==> src/rtl/fc_pkg.sv <==
// Shared types for the fault confinement counters.
// Assumes: the state encoding below is what the node state port carries.
package fc_pkg;
    typedef enum logic [1:0] {
        FC_ACTIVE  = 2'd0,
        FC_PASSIVE = 2'd1,
        FC_BUSOFF  = 2'd2
    } fc_state_e;
endpackage

==> src/rtl/fc_tx_cnt.sv <==
// Transmit error counter: adds STEP on an error and subtracts 1 on a success,
// with a floor at zero. Holds while frozen; a clear overrides everything.
// Assumes: W is wide enough to hold the bus-off limit plus one STEP.
module fc_tx_cnt #(
    parameter int W    = 9,
    parameter int STEP = 8
) (
    input  logic         clk,
    input  logic         rst_n,
    input  logic         clr,
    input  logic         freeze,
    input  logic         err,
    input  logic         ok,
    output logic [W-1:0] cnt
);
    localparam logic [W-1:0] STEP_V = W'(STEP);

    // Update the count from the strobes; the error strobe outranks success.
    always_ff @(posedge clk) begin
        if (!rst_n || clr)       cnt <= '0;
        else if (freeze)         cnt <= cnt;
        else if (err)            cnt <= cnt + STEP_V;
        else if (ok && cnt != 0) cnt <= cnt - 1'b1;
    end

    a_r2_tx_add: assert property (@(posedge clk) disable iff (!rst_n)
        (err && !freeze && !clr) |=> (cnt == $past(cnt) + STEP_V));
    a_r2_tx_floor: assert property (@(posedge clk) disable iff (!rst_n)
        (ok && !err && !freeze && !clr && cnt == 0) |=> (cnt == 0));
endmodule

==> src/rtl/fc_rx_cnt.sv <==
// Receive error counter: adds 1 or STEP_HI on an error, saturating at the top
// of its range. On a success, a count above CLIP is set to CLIP and a nonzero
// count at or below CLIP is lowered by 1. Holds while frozen; a clear overrides.
// Assumes: CLIP is below 2**W - 1.
module fc_rx_cnt #(
    parameter int W       = 8,
    parameter int STEP_HI = 8,
    parameter int CLIP    = 127
) (
    input  logic         clk,
    input  logic         rst_n,
    input  logic         clr,
    input  logic         freeze,
    input  logic         err,
    input  logic         err_hi,
    input  logic         ok,
    output logic [W-1:0] cnt
);
    localparam int       MAXV = (1 << W) - 1;
    localparam logic [W-1:0] CLIP_V = W'(CLIP);

    logic [W:0] sum;

    // Add the error weight one bit wider so saturation can be detected.
    always_comb begin
        sum = {1'b0, cnt} + (err_hi ? (W+1)'(STEP_HI) : (W+1)'(1));
    end

    // Update the count from the strobes; the severe error outranks the others.
    always_ff @(posedge clk) begin
        if (!rst_n || clr)             cnt <= '0;
        else if (freeze)               cnt <= cnt;
        else if (err || err_hi)        cnt <= (sum > (W+1)'(MAXV)) ? W'(MAXV) : sum[W-1:0];
        else if (ok && cnt > CLIP_V)   cnt <= CLIP_V;
        else if (ok && cnt != 0)       cnt <= cnt - 1'b1;
    end

    a_r4_rx_clip: assert property (@(posedge clk) disable iff (!rst_n)
        (ok && !err && !err_hi && !freeze && !clr && cnt > CLIP_V) |=> (cnt == CLIP_V));
    a_r3_rx_no_wrap: assert property (@(posedge clk) disable iff (!rst_n)
        ((err || err_hi) && !freeze && !clr) |=> (cnt >= $past(cnt)));
endmodule

==> src/rtl/fc_recover.sv <==
// Bus-off recovery counter: while the node is bus off, counts the detections
// of 11 recessive bits and pulses done on the N-th. It is held at zero at all
// other times.
// Assumes: N >= 1.
module fc_recover #(
    parameter int N = 128
) (
    input  logic clk,
    input  logic rst_n,
    input  logic busoff,
    input  logic idle11,
    output logic done
);
    localparam int CW = $clog2(N + 1);
    localparam logic [CW-1:0] LAST = CW'(N - 1);

    logic [CW-1:0] seen;

    // Pulse done on the detection that completes the required count.
    always_comb done = busoff && idle11 && (seen == LAST);

    // Count detections only while bus off; restart after done or outside bus off.
    always_ff @(posedge clk) begin
        if (!rst_n || !busoff || done) seen <= '0;
        else if (idle11)               seen <= seen + 1'b1;
    end

    a_r8_count_bounded: assert property (@(posedge clk) disable iff (!rst_n)
        seen <= LAST);
    a_r8_idle_outside: assert property (@(posedge clk) disable iff (!rst_n)
        !busoff |=> (seen == 0));
endmodule

==> src/rtl/can_fault_conf.sv <==
// CAN fault confinement: the transmit and receive error counters and the node
// state derived from them (error active, error passive, bus off), with bus-off
// recovery after a fixed number of 11-recessive-bit detections.
// Assumes: each strobe lasts one clock cycle per event.
module can_fault_conf #(
    parameter int TX_W       = 9,
    parameter int RX_W       = 8,
    parameter int ERR_STEP   = 8,
    parameter int WARN_LVL   = 96,
    parameter int PASS_LVL   = 128,
    parameter int BUSOFF_LVL = 256,
    parameter int RECOV_N    = 128
) (
    input  logic            clk,
    input  logic            rst_n,
    input  logic            tx_err,
    input  logic            rx_err,
    input  logic            rx_err_hi,
    input  logic            tx_ok,
    input  logic            rx_ok,
    input  logic            idle11,
    output logic [TX_W-1:0] tec,
    output logic [RX_W-1:0] rec,
    output logic            tx_warn,
    output logic            rx_warn,
    output logic            tx_passive,
    output logic            rx_passive,
    output logic            bus_off,
    output logic [1:0]      err_state,
    output logic            flag_recessive
);
    import fc_pkg::*;

    localparam int CLIP = PASS_LVL - 1;

    logic      recovered;
    fc_state_e state;

    fc_tx_cnt #(.W(TX_W), .STEP(ERR_STEP)) u_tx (
        .clk(clk), .rst_n(rst_n), .clr(recovered), .freeze(bus_off),
        .err(tx_err), .ok(tx_ok), .cnt(tec));

    fc_rx_cnt #(.W(RX_W), .STEP_HI(ERR_STEP), .CLIP(CLIP)) u_rx (
        .clk(clk), .rst_n(rst_n), .clr(recovered), .freeze(bus_off),
        .err(rx_err), .err_hi(rx_err_hi), .ok(rx_ok), .cnt(rec));

    fc_recover #(.N(RECOV_N)) u_rcv (
        .clk(clk), .rst_n(rst_n), .busoff(bus_off), .idle11(idle11),
        .done(recovered));

    // Decode the flags and the node state from the two counters.
    always_comb begin
        tx_warn    = tec >= TX_W'(WARN_LVL);
        rx_warn    = rec >= RX_W'(WARN_LVL);
        tx_passive = tec >= TX_W'(PASS_LVL);
        rx_passive = rec >= RX_W'(PASS_LVL);
        bus_off    = tec >= TX_W'(BUSOFF_LVL);
        if (bus_off)                       state = FC_BUSOFF;
        else if (tx_passive || rx_passive) state = FC_PASSIVE;
        else                               state = FC_ACTIVE;
        err_state      = state;
        flag_recessive = (state == FC_PASSIVE);
    end

    a_r7_busoff_freeze: assert property (@(posedge clk) disable iff (!rst_n)
        (bus_off && !idle11) |=> ($stable(tec) && $stable(rec)));
    a_r8_recover_clears: assert property (@(posedge clk) disable iff (!rst_n)
        recovered |=> (tec == 0 && rec == 0 && !bus_off));
    a_r6_flag_type: assert property (@(posedge clk) disable iff (!rst_n)
        flag_recessive |-> (!bus_off && (tec >= TX_W'(PASS_LVL) || rec >= RX_W'(PASS_LVL))));
    a_r1_reset_clear: assert property (@(posedge clk)
        !rst_n |=> (tec == 0 && rec == 0));
endmodule

==> config.mk <==
export PLATFORM = sky130hd
export DESIGN_NAME = can_fault_conf
export DESIGN_NICKNAME = d
export VERILOG_FILES = /design/src/rtl/fc_pkg.sv /design/src/rtl/fc_tx_cnt.sv /design/src/rtl/fc_rx_cnt.sv /design/src/rtl/fc_recover.sv /design/src/rtl/can_fault_conf.sv
export SDC_FILE = /design/constraint.sdc
export NUM_CORES = 1
export LEC_CHECK = 0
export BUFFER_PORTS_ARGS = -buffer_cell sky130_fd_sc_hd__buf_4
export CORE_ASPECT_RATIO = 0.6
export CORE_MARGIN = 1.5
export CORE_UTILIZATION = 45
export CTS_CLUSTER_SIZE = 40
export DETAILED_ROUTE_END_ITERATION = 8
export GPL_TIMING_DRIVEN = 1
export PLACE_DENSITY = 0.67
export SYNTH_ARGS = -nofsm -noshare
export SYNTH_HDL_FRONTEND = slang
export SYNTH_SLANG_ARGS = --single-unit
==> constraint.sdc <==
create_clock -name clk -period 2.1 [get_ports clk]
set_input_delay 0 -clock clk [delete_from_list [all_inputs] [get_ports clk]]
set_output_delay 0 -clock clk [all_outputs]
set_load 0.005 [all_outputs]
# Word-level counts from Yosys, hierarchy flattened
# Index checks and enable logic that the tools add are counted.
# W data, S select, Z words.
dict set report totals {
  regBits 25
  inputBits 8
  out_inout_bits 25
  wordCells 45
}
dict set report op_classes {
  n_addsub 5
  n_lt_le_gt_ge 7
  n_eq_ne 2
  muxes 9
  bitwise 1
  reduce_logical 18
}
# op count
set op_table {}
lappend op_table {{$mux W8} 4}
lappend op_table {{$mux W9} 2}
lappend op_table {{$add A8 B9 Y9} 1}
lappend op_table {{$add A9 B4 Y9 const B} 1}
lappend op_table {{$ge A9 B7 Y1 const B} 1}
lappend op_table {{$ge A9 B8 Y1 const B} 1}
lappend op_table {{$ge A9 B9 Y1 const B} 1}
lappend op_table {{$gt A9 B8 Y1 const B} 1}
lappend op_table {{$reduce_bool A9 Y1} 1}
lappend op_table {{$sub A9 B1 Y9 const B} 1}
lappend op_table {{$add A8 B1 Y8 const B} 1}
lappend op_table {{$eq A8 B7 Y1 const B} 1}
lappend op_table {{$ge A8 B7 Y1 const B} 1}
lappend op_table {{$ge A8 B8 Y1 const B} 1}
lappend op_table {{$gt A8 B7 Y1 const B} 1}
lappend op_table {{$reduce_bool A8 Y1} 1}
lappend op_table {{$sub A8 B1 Y8 const B} 1}
lappend op_table {{$logic_and A1 B1 Y1} 5}
lappend op_table {{$logic_or A1 B1 Y1} 5}
lappend op_table {{$mux W4} 1}
lappend op_table {{$reduce_and A2 Y1} 2}
lappend op_table {{$reduce_bool A3 Y1} 1}
lappend op_table {{$eq A2 B1 Y1 const B} 1}
lappend op_table {{$logic_not A1 Y1} 2}
lappend op_table {{other kinds (4)} 4}

# Logic depth before layout (Yosys ltp)
# Gate-level depths: netlist (run 1).
dict set report depth {
  depth_word 5
  ltp_mapped 7
  ltp_nobuf 7
}

# By module
# Synthesis (run 1) repeated with hierarchy kept, for this count alone.
dict set report unflattened {
  cells_unflattened 236
  area_unflattened_um2 1869.3
}
# module n_inst cells_each area_each_um2 seq_area_each_um2
set by_module_without_submodules {}
lappend by_module_without_submodules {fc_rx_cnt 1 116 863.3 160.2}
lappend by_module_without_submodules {fc_tx_cnt 1 70 564.3 180.2}
lappend by_module_without_submodules {fc_recover 1 42 386.6 160.2}
lappend by_module_without_submodules {can_fault_conf 1 8 55.1 0.0}

# Least setup slack after synthesis (run 1)
# Ideal clock, no wire load.
dict set report synth_timing {
  path_type {register -> register}
  from {register u_tx.cnt[0]}
  to {register u_tx.cnt[6]}
  setup_time_ns 0.070
  t_arrival_ns 1.770
  required_time_ns 2.030
  setup_slack_ns 0.261
  stages_incl_launch_ff 8
  n_path_buf 1
  period_less_slack_ns 1.839
  path_cell_list {dfxtp_1 -> inv_1 -> ha_1 -> or4b_1 -> clkbuf_2 -> o31a_1 -> or3_1 -> a21oi_1}
}
dict set report synth_via {
  elab_chain_len 4
  word_cells_on_any_way 13
  cone_classes {add/sub: 2; order compare: 1; mux: 2; bitwise: 1; reduce/logical: 7}
}
# element line
set synth_lines {}
lappend synth_lines {{start, declared} fc_tx_cnt.sv:14} ;# output logic [W-1:0] cnt
lappend synth_lines {{start signal, assigned} fc_tx_cnt.sv:21} ;# else if (freeze) cnt <= cnt;
lappend synth_lines {{start signal, assigned} fc_tx_cnt.sv:22} ;# else if (err) cnt <= cnt + STEP_V;
lappend synth_lines {{start signal, assigned} fc_tx_cnt.sv:23} ;# else if (ok && cnt != 0) cnt <= cnt - 1'b1;
lappend synth_lines {{parallel branches: the longest is 4 deep, another holds $sub A9 B1 Y9} n/a}
# Several ways; the timed one is not identified. The select of a mux whose other input is x is not followed.
# A chain may end at the register's enable or synchronous reset.

# Worst setup path after layout (run 1)
# Ends and elaborated chain as after synthesis.

==> results.yml, run 1 <==
power:
  seqPwrFrac_pct: 39.8
  p_clk_share_pct: 18.5
  power_frac_comb_pct: 41.7
  switching_share_pct: 36.5
  power_density_nw_per_um2: 724
  vdd_drop_max_mv: 0.511
  cell_internal_pwr_mw: 0.985
  leakage_nw: 0.874
  switchingPower_mw: 0.566
die:
  num_rows: 17
  core_um2: 3680
  die_x_um: 83.2
  die_y_um: 51.1
  start_util_pct: 47.2
  pin_count: 33
  die-area_um2: 4250
synthesis:
  syn_area_um2: 1740
  synth_ff_type: "dfxtp_1"
  synth-edff-count: 0
  syn_avg_cell_area_um2: 7.92
  yosysSeqAreaShare_pct: 28.8
  synth.largest_area_cell: "dfxtp_1"
  ys_types: 48
  async_reset_ff_share_pct: 0
  synth_top_area_share_pct: 28.8
  ys_top_cells_by_area: "dfxtp_1, ha_1, nor2_1, o21ai_0, a211oi_1"
  yosysWarnings: 0
  synth-seq-cells: 25
  synthCells: 219
  synth_nets: 237
global_route:
  gr-total-overflow: 0
  antenna_found_initial: 0
  grt_pass1_vias: 1563
  grt_max_degree: 16
  track_usage_pct: 22.0
  grt_first_pass_wirelength_um: 7490
sta:
  tightest_slew_ns: 0.627
  rsz0062_at_grt: "no"
  setup_viol: 0
  slew_headroom_pct: 57.8
  period_share_pct: 94.1
  hold_viol: 0
  finalMaxSlewViolations: 0
  finalCriticalPeriod_ns: 1.98
  fin_worst_skew_ns: 0.00859
  setup_tns_ns: 0
  max_freq_mhz: 506
  setup_ws_ns: 0.124
clock_network:
  clock_latency_ns: 0.27
  post-cts-setup-buffers: 0
  numClockSinks: 25
  htree_levels: 1
  cts_tree: "done"
  clockBufferDepth: 2
  cts_root_buffer: "clkbuf_8"
  cts-buffers-inserted: 3
  clk_pin_slew_ns: 0.09
layout:
  fin_area_um2: 2140
  syn_to_final_growth_pct: 23.5
  diodes: 0
  fillers: 344
  drive_gt1_share_pct: 23.0
  multi_input_area_um2: 1120
  regArea_um2: 500
  fin_nets: 275
worst_setup_path:
  worstSetupStartpointType: "flip-flop"
  path_class: "reg -> reg"
  crit_arrival_ns: 2.18
  crit_required_ns: 2.31
  critPathCaptureType: "flip-flop"
  cp_max_fo: 7
detailed_routing:
  drtPass1Iterations: 5
  num_vias: 1792
  post-route-drc-count: 0
  viasPerCell: 5.91
  dr.first_iter.drc_count: 126
  ant_nets: 0
  routedWlPerCell_um: 14.8
  wirelength_um: 4500
placed_design:
  dp.final_hpwl_um: 3440
  preCtsSetupSlack_ns: 0.119
  gp_congestion: 0.872
  dpl_cell_area_um2: 2090
  numPortBuffers: 32
outcome:
  status: "completed"
hold_path:
  hold_path_class: "in -> reg"
flow_run:
  cap_violations: 0
-- critical path: stages (launching register included) --
cell	delay [ns]
dfxtp_1	0.35
inv_1	0.07
ha_1	0.17
or4b_1	0.58
o31a_1	0.30
or3_1	0.32
a21oi_1	0.14
-- cells in the final DEF (no fill, tap or decap), drive strengths merged, types with 3 or more instances in the layout --
master	Yosys	final
a211oi	8	8
a21oi	11	11
a31oi	7	7
and4	4	4
buf	4	48
clkbuf	11	3
dfxtp	25	25
ha	10	10
inv	14	14
mux2i	4	4
nand2	12	12
nand2b	3	3
nand3	4	4
nand4	8	8
nor2	20	20
nor3	5	5
o2111ai	4	4
o211ai	3	3
o21a	3	3
o21ai	13	13
or2	3	3
or3	5	5
xnor2	4	4
xor2	4	4
-- area by class of cell --
class / instances / share of cell area (%)
clock buffers: 3 / 1.93
clock inverters: 1 / 0.350
inverters: 14 / 2.45
multi-input cells: 165 / 52.4
flip-flops and latches: 25 / 23.4
well taps: 47 / 2.74
repair buffers: 48 / 16.8
-- sequential cells by signal, indices dropped and copies added, names as in the netlist --
| signal | cells |
|---|---|
| u_rx.cnt | 8 |
| u_rcv.seen | 8 |
| u_tx.cnt | 9 |
-- path summary, 6_finish.rpt --
kind / from / to / slack, ns / cells past startpoint
worst min register to register: u_rcv.seen[6] / u_rcv.seen[6] / 0.50 / 2
worst max register to register: u_tx.cnt[0] / u_tx.cnt[6] / 0.12 / 6
worst max-delay path: u_tx.cnt[0] / u_tx.cnt[6] / 0.12 / 6
worst min-delay path: idle11 / u_rcv.seen[1] / 0.02 / 3
-- metrics by stage --
step	instances	power, mW	hold slack (ns)	utilization (%)
after global placement	299	1.26	0.302	56.7
after global routing	303	1.67	0.0528	58.2
final	303	1.55	0.0237	58.2
after floorplan	219	1.01	0.168	-
after detailed placement	299	1.26	0.310	56.7
after CTS	303	1.55	0.0257	58.0
-- power by group through the flow --
| stage | combinational, mW | clock, mW | sequential, mW |
|---|---|---|---|
| 2_1_floorplan | 0.401 | 0 | 0.605 |
| 3_3_place_gp | 0.629 | 0 | 0.626 |
| 3_5_place_dp | 0.632 | 0 | 0.625 |
| 4_1_cts | 0.636 | 0.296 | 0.615 |
| 5_1_grt | 0.722 | 0.320 | 0.629 |
| 6_report | 0.647 | 0.287 | 0.617 |
-- cell families (layout without fill, tap and decap cells) --
group	after synthesis	after routing	synth area share, %
multiplexers	4	4	2.31
buffers and inverters	29	66	6.92
adder cells (fa/ha/maj)	10	10	7.21
flip-flops	25	25	28.8
AND/OR/NAND/NOR	74	74	22.6
XOR/XNOR	8	8	4.04
AO/OA/AOI/OAI	69	69	28.0
-- metal layers --
metal / global-route usage [%] / part of all wire [%] / wire [um] / vias to the layer above
li1: - / - / - / 893
met1: 34.3 / 53 / 2390 / 828
met2: 31.0 / 39 / 1770 / 69
met3: 5.17 / 7.3 / 328 / 2
met4: 2.78 / 0.27 / 12 / 0
met5: 0 / 0 / 0 / -
-- cell usage after synthesis (all sizes together) (3+ instances only) --
master,count
and4,4
nand2b,3
clkbuf,11
mux2i,4
xor2,4
or3,5
nand2,12
inv,14
or2,3
ha,10
nand3,4
o21ai,13
o21a,3
a211oi,8
a31oi,7
nand4,8
nor3,5
a21oi,11
nor2,20
xnor2,4
o211ai,3
o2111ai,4
buf,4
dfxtp,25
-- timing repair --
item                                    in CTS  in global routing
endpoints found under the setup margin       0                  2
hold buffers                                 0                  0
gates resized for setup                      0                  1
Power figures use the tool's default switching activity.
==> inputs of run 2 (changes only) <==
--- a/config.mk
+++ b/config.mk
@@ -6,13 +6,15 @@
 export NUM_CORES = 1
 export LEC_CHECK = 0
 export BUFFER_PORTS_ARGS = -buffer_cell sky130_fd_sc_hd__buf_4
+export CELL_PAD_IN_SITES_DETAIL_PLACEMENT = 0
+export CELL_PAD_IN_SITES_GLOBAL_PLACEMENT = 2
 export CORE_ASPECT_RATIO = 0.6
 export CORE_MARGIN = 1.5
-export CORE_UTILIZATION = 45
+export CORE_UTILIZATION = 32
 export CTS_CLUSTER_SIZE = 40
 export DETAILED_ROUTE_END_ITERATION = 8
 export GPL_TIMING_DRIVEN = 1
-export PLACE_DENSITY = 0.67
+export PLACE_DENSITY_LB_ADDON = 0.1
 export SYNTH_ARGS = -nofsm -noshare
 export SYNTH_HDL_FRONTEND = slang
 export SYNTH_SLANG_ARGS = --single-unit
==> results.yml, run 2 (synthesized netlist as in run 1, its figures left out) <==
outcome:
  status: "completed"
worst_setup_path:
  path_class: "reg -> reg"
  crit_arrival_ns: 2.21
  r2r_slack_ns: 0.09
  r2r-end: "u_tx.cnt[6]"
  r2r_cells: 6
  cp_max_fo: 7
  critPathCaptureType: "flip-flop"
  worstSetupStartpointType: "flip-flop"
  worstReg2RegStart: "u_tx.cnt[0]"
  crit_required_ns: 2.30
clock_network:
  htree_levels: 1
  clockBufferDepth: 2
  cts_tree: "done"
  numClockSinks: 25
  clk_pin_slew_ns: 0.09
  cts_root_buffer: "clkbuf_8"
  clock_latency_ns: 0.27
  post-cts-setup-buffers: 0
  cts-buffers-inserted: 3
global_route:
  grt_pass1_vias: 1635
  antenna_found_initial: 0
  grt_first_pass_wirelength_um: 8200
  grt_max_degree: 14
  track_usage_pct: 17.8
  gr-total-overflow: 0
sta:
  tightest_slew_ns: 0.659
  slew_headroom_pct: 55.6
  fin_worst_skew_ns: 0.00452
  setup_ws_ns: 0.0919
  finalCriticalPeriod_ns: 2.01
  finalMaxSlewViolations: 0
  hold_viol: 0
  setup_viol: 0
  rsz0062_at_grt: "no"
  max_freq_mhz: 498
  setup_tns_ns: 0
  period_share_pct: 95.6
power:
  cell_internal_pwr_mw: 0.984
  seqPwrFrac_pct: 39.1
  p_clk_share_pct: 18.5
  power_density_nw_per_um2: 723
  switchingPower_mw: 0.580
  power_frac_comb_pct: 42.4
  vdd_drop_max_mv: 0.293
  switching_share_pct: 37.1
  leakage_nw: 0.870
layout:
  final_common_cell: "buf_4"
  drive_gt1_share_pct: 22.7
  diodes: 0
  fin_nets: 274
  largest-register: "u_tx.cnt"
  fin_area_um2: 2160
  syn_to_final_growth_pct: 24.6
  layout_common_cells: "buf_4, dfxtp_1, nor2_1"
  largest_reg_flops: 9
  top_regs: "u_tx.cnt (9), u_rcv.seen (8), u_rx.cnt (8)"
  final_cells: 321
die:
  die_x_um: 98.1
  start_util_pct: 33.8
  pin_count: 33
  die_y_um: 60.0
  core_um2: 5130
  num_rows: 20
  die-area_um2: 5890
hold_path:
  hold_depth: 3
  hold_path_end: "u_rcv.seen[0]"
  hold_path_class: "in -> reg"
  min_from: "idle11"
placed_design:
  dp_cells: 317
  dp.final_hpwl_um: 3900
  gp_congestion: 0.884
  preCtsSetupSlack_ns: 0.110
  dpl_cell_area_um2: 2100
  numPortBuffers: 32
detailed_routing:
  viasPerCell: 5.72
  wirelength_um: 5140
  ant_nets: 0
  dr.first_iter.drc_count: 77
  num_vias: 1837
  drtPass1Iterations: 6
  post-route-drc-count: 0
  routedWlPerCell_um: 16.0
flow_run:
  cap_violations: 0
-- run 2: timing repair --
| action | 4_1_cts | 5_1_grt |
|---|---|---|
| setup endpoints to repair | 0 | 4 |
| hold buffers | 0 | 0 |
| gates resized for setup | 0 | 4 |
-- run 2: final cells by class --
class                      count  area (um^2)
tap                           66         82.6
sequential                    25          500
timing repair buffer          47          353
fill                         527         2970
multi-input combinational    165         1130
inverter                      14         52.6
clock buffer                   4         45.0
-- run 2: metal layers --
layer / part of all wire [%] / vias up / global-route usage, %
li1: - / 892 / -
met1: 52 / 866 / 26.4
met2: 41 / 75 / 26.9
met3: 7.1 / 4 / 4.21
met4: 0.37 / 0 / 2.04
met5: 0 / - / 0
-- run 2: how the worst max path moves through the flow --
stage          cells past startpoint           to  slack [ns]         from
2_1_floorplan                      7  u_tx.cnt[6]        0.26  u_tx.cnt[0]
5_1_grt                            6  u_tx.cnt[6]       0.004  u_tx.cnt[0]
4_1_cts                            6  u_tx.cnt[7]        0.06  u_tx.cnt[0]
6_report                           6  u_tx.cnt[6]        0.09  u_tx.cnt[0]
3_3_place_gp                       6  u_tx.cnt[6]        0.20  u_tx.cnt[0]
3_5_place_dp                       6  u_tx.cnt[7]        0.11  u_tx.cnt[0]
-- run 2: per-stage QoR --
| step | total power, mW | utilization (%) | hold slack [ns] |
|---|---|---|---|
| after floorplan | 1.01 | - | 0.168 |
| after global placement | 1.25 | 41.0 | 0.298 |
| after detailed placement | 1.26 | 41.0 | 0.302 |
| after CTS | 1.56 | 41.9 | 0.0132 |
| after global routing | 1.69 | 42.1 | 0.0351 |
| final | 1.56 | 42.1 | 0.0193 |
-- run 2: critical path, stage by stage (launching register included) --
cell	delay [ns]
dfxtp_1	0.35
inv_1	0.07
ha_1	0.18
or4b_1	0.59
o31a_1	0.30
or3_1	0.31
a21oi_1	0.14
-- run 2: power by group through the flow --
stage               combinational (mW)  clock, mW  sequential (mW)
floorplan                        0.401          0            0.605
global placement                 0.633          0            0.617
detailed placement               0.638          0            0.621
CTS                              0.643      0.309            0.611
global route                     0.738      0.326            0.624
finish                           0.663      0.289            0.612
==> inputs of run 3 (changes only) <==
--- a/config.mk
+++ b/config.mk
@@ -5,12 +5,13 @@
 export SDC_FILE = /design/constraint.sdc
 export NUM_CORES = 1
 export LEC_CHECK = 0
+export ABC_AREA = 1
 export BUFFER_PORTS_ARGS = -buffer_cell sky130_fd_sc_hd__buf_4
 export CELL_PAD_IN_SITES_DETAIL_PLACEMENT = 0
 export CELL_PAD_IN_SITES_GLOBAL_PLACEMENT = 2
 export CORE_ASPECT_RATIO = 0.6
 export CORE_MARGIN = 1.5
-export CORE_UTILIZATION = 32
+export CORE_UTILIZATION = 30
 export CTS_CLUSTER_SIZE = 40
 export DETAILED_ROUTE_END_ITERATION = 8
 export GPL_TIMING_DRIVEN = 1
==> results.yml, run 3 <==
outcome:
  status: "completed"
worst_setup_path:
  cp_max_fo: 7
  cpPeakStageDelay_ns: 0.48
  worstSetupStartpointType: "flip-flop"
  critPathCaptureType: "flip-flop"
  path_cells: "ha_1, nand3_1, nand2_1, a21oi_2, nand3_1, nand3_1, a21oi_1"
  crit_required_ns: 2.27
  path_class: "reg -> reg"
  crit_arrival_ns: 1.95
  slowest_stage: "dfxtp_1"
  crit_top_cell: "nand3_1"
layout:
  syn_to_final_growth_pct: 20.2
  largest_reg_flops: 9
  fin_nets: 336
  top_regs: "u_tx.cnt (9), u_rcv.seen (8), u_rx.cnt (8)"
  diodes: 0
  final_common_cell: "nand2_1"
  postLayoutCoreUtil_pct: 38.5
  largest-register: "u_tx.cnt"
  layout_common_cells: "nand2_1, buf_4, nor2_1"
  fillers: 631
  drive_gt1_share_pct: 20.5
sta:
  setup_viol: 0
  period_share_pct: 84.4
  slew_headroom_pct: 75.7
  fin_worst_skew_ns: 0.00669
  finalCriticalPeriod_ns: 1.77
  tightest_slew_ns: 0.365
  finalMaxSlewViolations: 0
  setup_ws_ns: 0.328
  hold_viol: 0
  rsz0062_at_grt: "no"
  max_freq_mhz: 564
  setup_tns_ns: 0
synthesis:
  ys_top_cells_by_area: "dfxtp_1, nand2_1, nand3_1, ha_1, nor2_1"
  synth-edff-count: 0
  async_reset_ff_share_pct: 0
  syn_avg_cell_area_um2: 6.49
  yosysSeqAreaShare_pct: 27.2
  syn_area_um2: 1840
  synth_top_area_share_pct: 27.2
  synth_nets: 302
  yosys-top-cells-count: "nand2_1, nor2_1, inv_1"
  synth_ff_type: "dfxtp_1"
  synthCells: 284
  yosysMostFrequentCell: "nand2_1"
  synth-seq-cells: 25
  synth.largest_area_cell: "dfxtp_1"
  ys_types: 32
  yosysWarnings: 0
global_route:
  grt_use_met3_pct: 5.28
  track_usage_pct: 16.6
  top_usage_layer: "met1"
  antenna_found_initial: 0
  grt_max_degree: 16
  grt_pass1_vias: 1662
  grt_use_met2_pct: 19.9
  grt_first_pass_wirelength_um: 8710
  gr-total-overflow: 0
  met1_usage_pct: 27.9
clock_network:
  htree_levels: 1
  clk_pin_slew_ns: 0.10
  clockBufferDepth: 2
  numClockSinks: 25
  cts_hold_buffers: 0
  ctsResizeCount: 0
  cts_tree: "done"
  cts_root_buffer: "clkbuf_8"
  post-cts-setup-buffers: 0
  cts-buffers-inserted: 3
  clock_latency_ns: 0.27
die:
  die_y_um: 63.7
  die_x_um: 104
  start_util_pct: 32.0
  num_rows: 21
  core_um2: 5750
  die-area_um2: 6630
  pin_count: 33
detailed_routing:
  dr.first_iter.drc_count: 121
  routedWlPerCell_um: 12.8
  ant_nets: 0
  viasPerCell: 4.59
  wirelength_um: 5090
  num_vias: 1824
  post-route-drc-count: 0
  drtPass1Iterations: 4
power:
  power_density_nw_per_um2: 698
  vdd_drop_max_mv: 0.281
  leakage_nw: 1.04
  finalPower_mw: 1.55
placed_design:
  numPortBuffers: 32
  gp_congestion: 0.865
  dp.final_hpwl_um: 4150
  preCtsSetupSlack_ns: 0.355
flow_run:
  cap_violations: 0
hold_path:
  hold_path_class: "in -> reg"
[run 3: changes by cell type after synthesis, moves of 5 or more]
cell      delta
inv_2        +6
or3_1        -5
o21ai_0      -6
nor2_1      +11
nor2_2       +5
clkbuf_1     -9
a21oi_1      +5
nand3_1     +24
a211oi_1     -8
a31oi_1      -7
inv_1       +16
nand2_1     +60
[run 3: where the power goes]
part / internal, mW / switching (mW) / total, mW
combinational: 0.283 / 0.366 / 0.649
sequential: 0.521 / 0.0769 / 0.598
clock: 0.135 / 0.164 / 0.298
[run 3: critical path, delay by kind of cell, from the launching register on]
kind / cells / cell delay (ns)
DFF: 1 / 0.48
and+or+nand+nor: 4 / 0.45
AOI/OAI and AO/OA: 2 / 0.40
adders and majority gates: 1 / 0.34
[run 3: per-layer routing]
layer,routed length (um),share of wire (%),vias up
met2,1720,34,55
met5,0,0,-
met4,11,0.22,0
li1,-,-,979
met3,366,7.2,2
met1,2990,59,788
[run 3: kinds of logic (layout without fill, tap and decap cells)]
| group | Yosys count | count (layout) | synth area share (%) |
|---|---|---|---|
| xor gates and xnor gates | 13 | 13 | 6.18 |
| muxes | 1 | 1 | 0.543 |
| AOI/OAI and AO/OA | 34 | 34 | 10.6 |
| DFF | 25 | 25 | 27.2 |
| buffers and inverters | 46 | 79 | 11.1 |
| adders and majority gates | 10 | 10 | 6.79 |
| and+or+nand+nor | 155 | 155 | 37.6 |
[run 3: worst paths after layout]
kind | from | end | slack, ns | cells after the start
worst max-delay path | u_rx.cnt[3] | u_rx.cnt[5] | 0.33 | 7
worst min-delay path | idle11 | u_rcv.seen[1] | 0.04 | 3
worst max register to register | u_rx.cnt[3] | u_rx.cnt[5] | 0.33 | 7
worst min register to register | u_tx.cnt[1] | u_tx.cnt[1] | 0.50 | 2
[run 3: metrics by stage]
stage          cell area, um^2  instances  hold WS (ns)
4_1_cts                   2210        397        0.0291
2_1_floorplan             1840        284         0.160
5_1_grt                   2210        397        0.0332
6_report                  2210        397        0.0386
3_3_place_gp              2170        393         0.321
3_5_place_dp              2170        393         0.325
[run 3: cell type report]
cell class | count | area, um^2 | area share [%]
Timing Repair Buffer | 39 | 293 | 13.2
Clock inverter | 1 | 7.51 | 0.339
Clock buffer | 3 | 41.3 | 1.86
Tap cell | 80 | 100 | 4.52
Multi-Input combinational cell | 213 | 1140 | 51.4
Inverter | 36 | 135 | 6.10
Sequential cell | 25 | 500 | 22.6
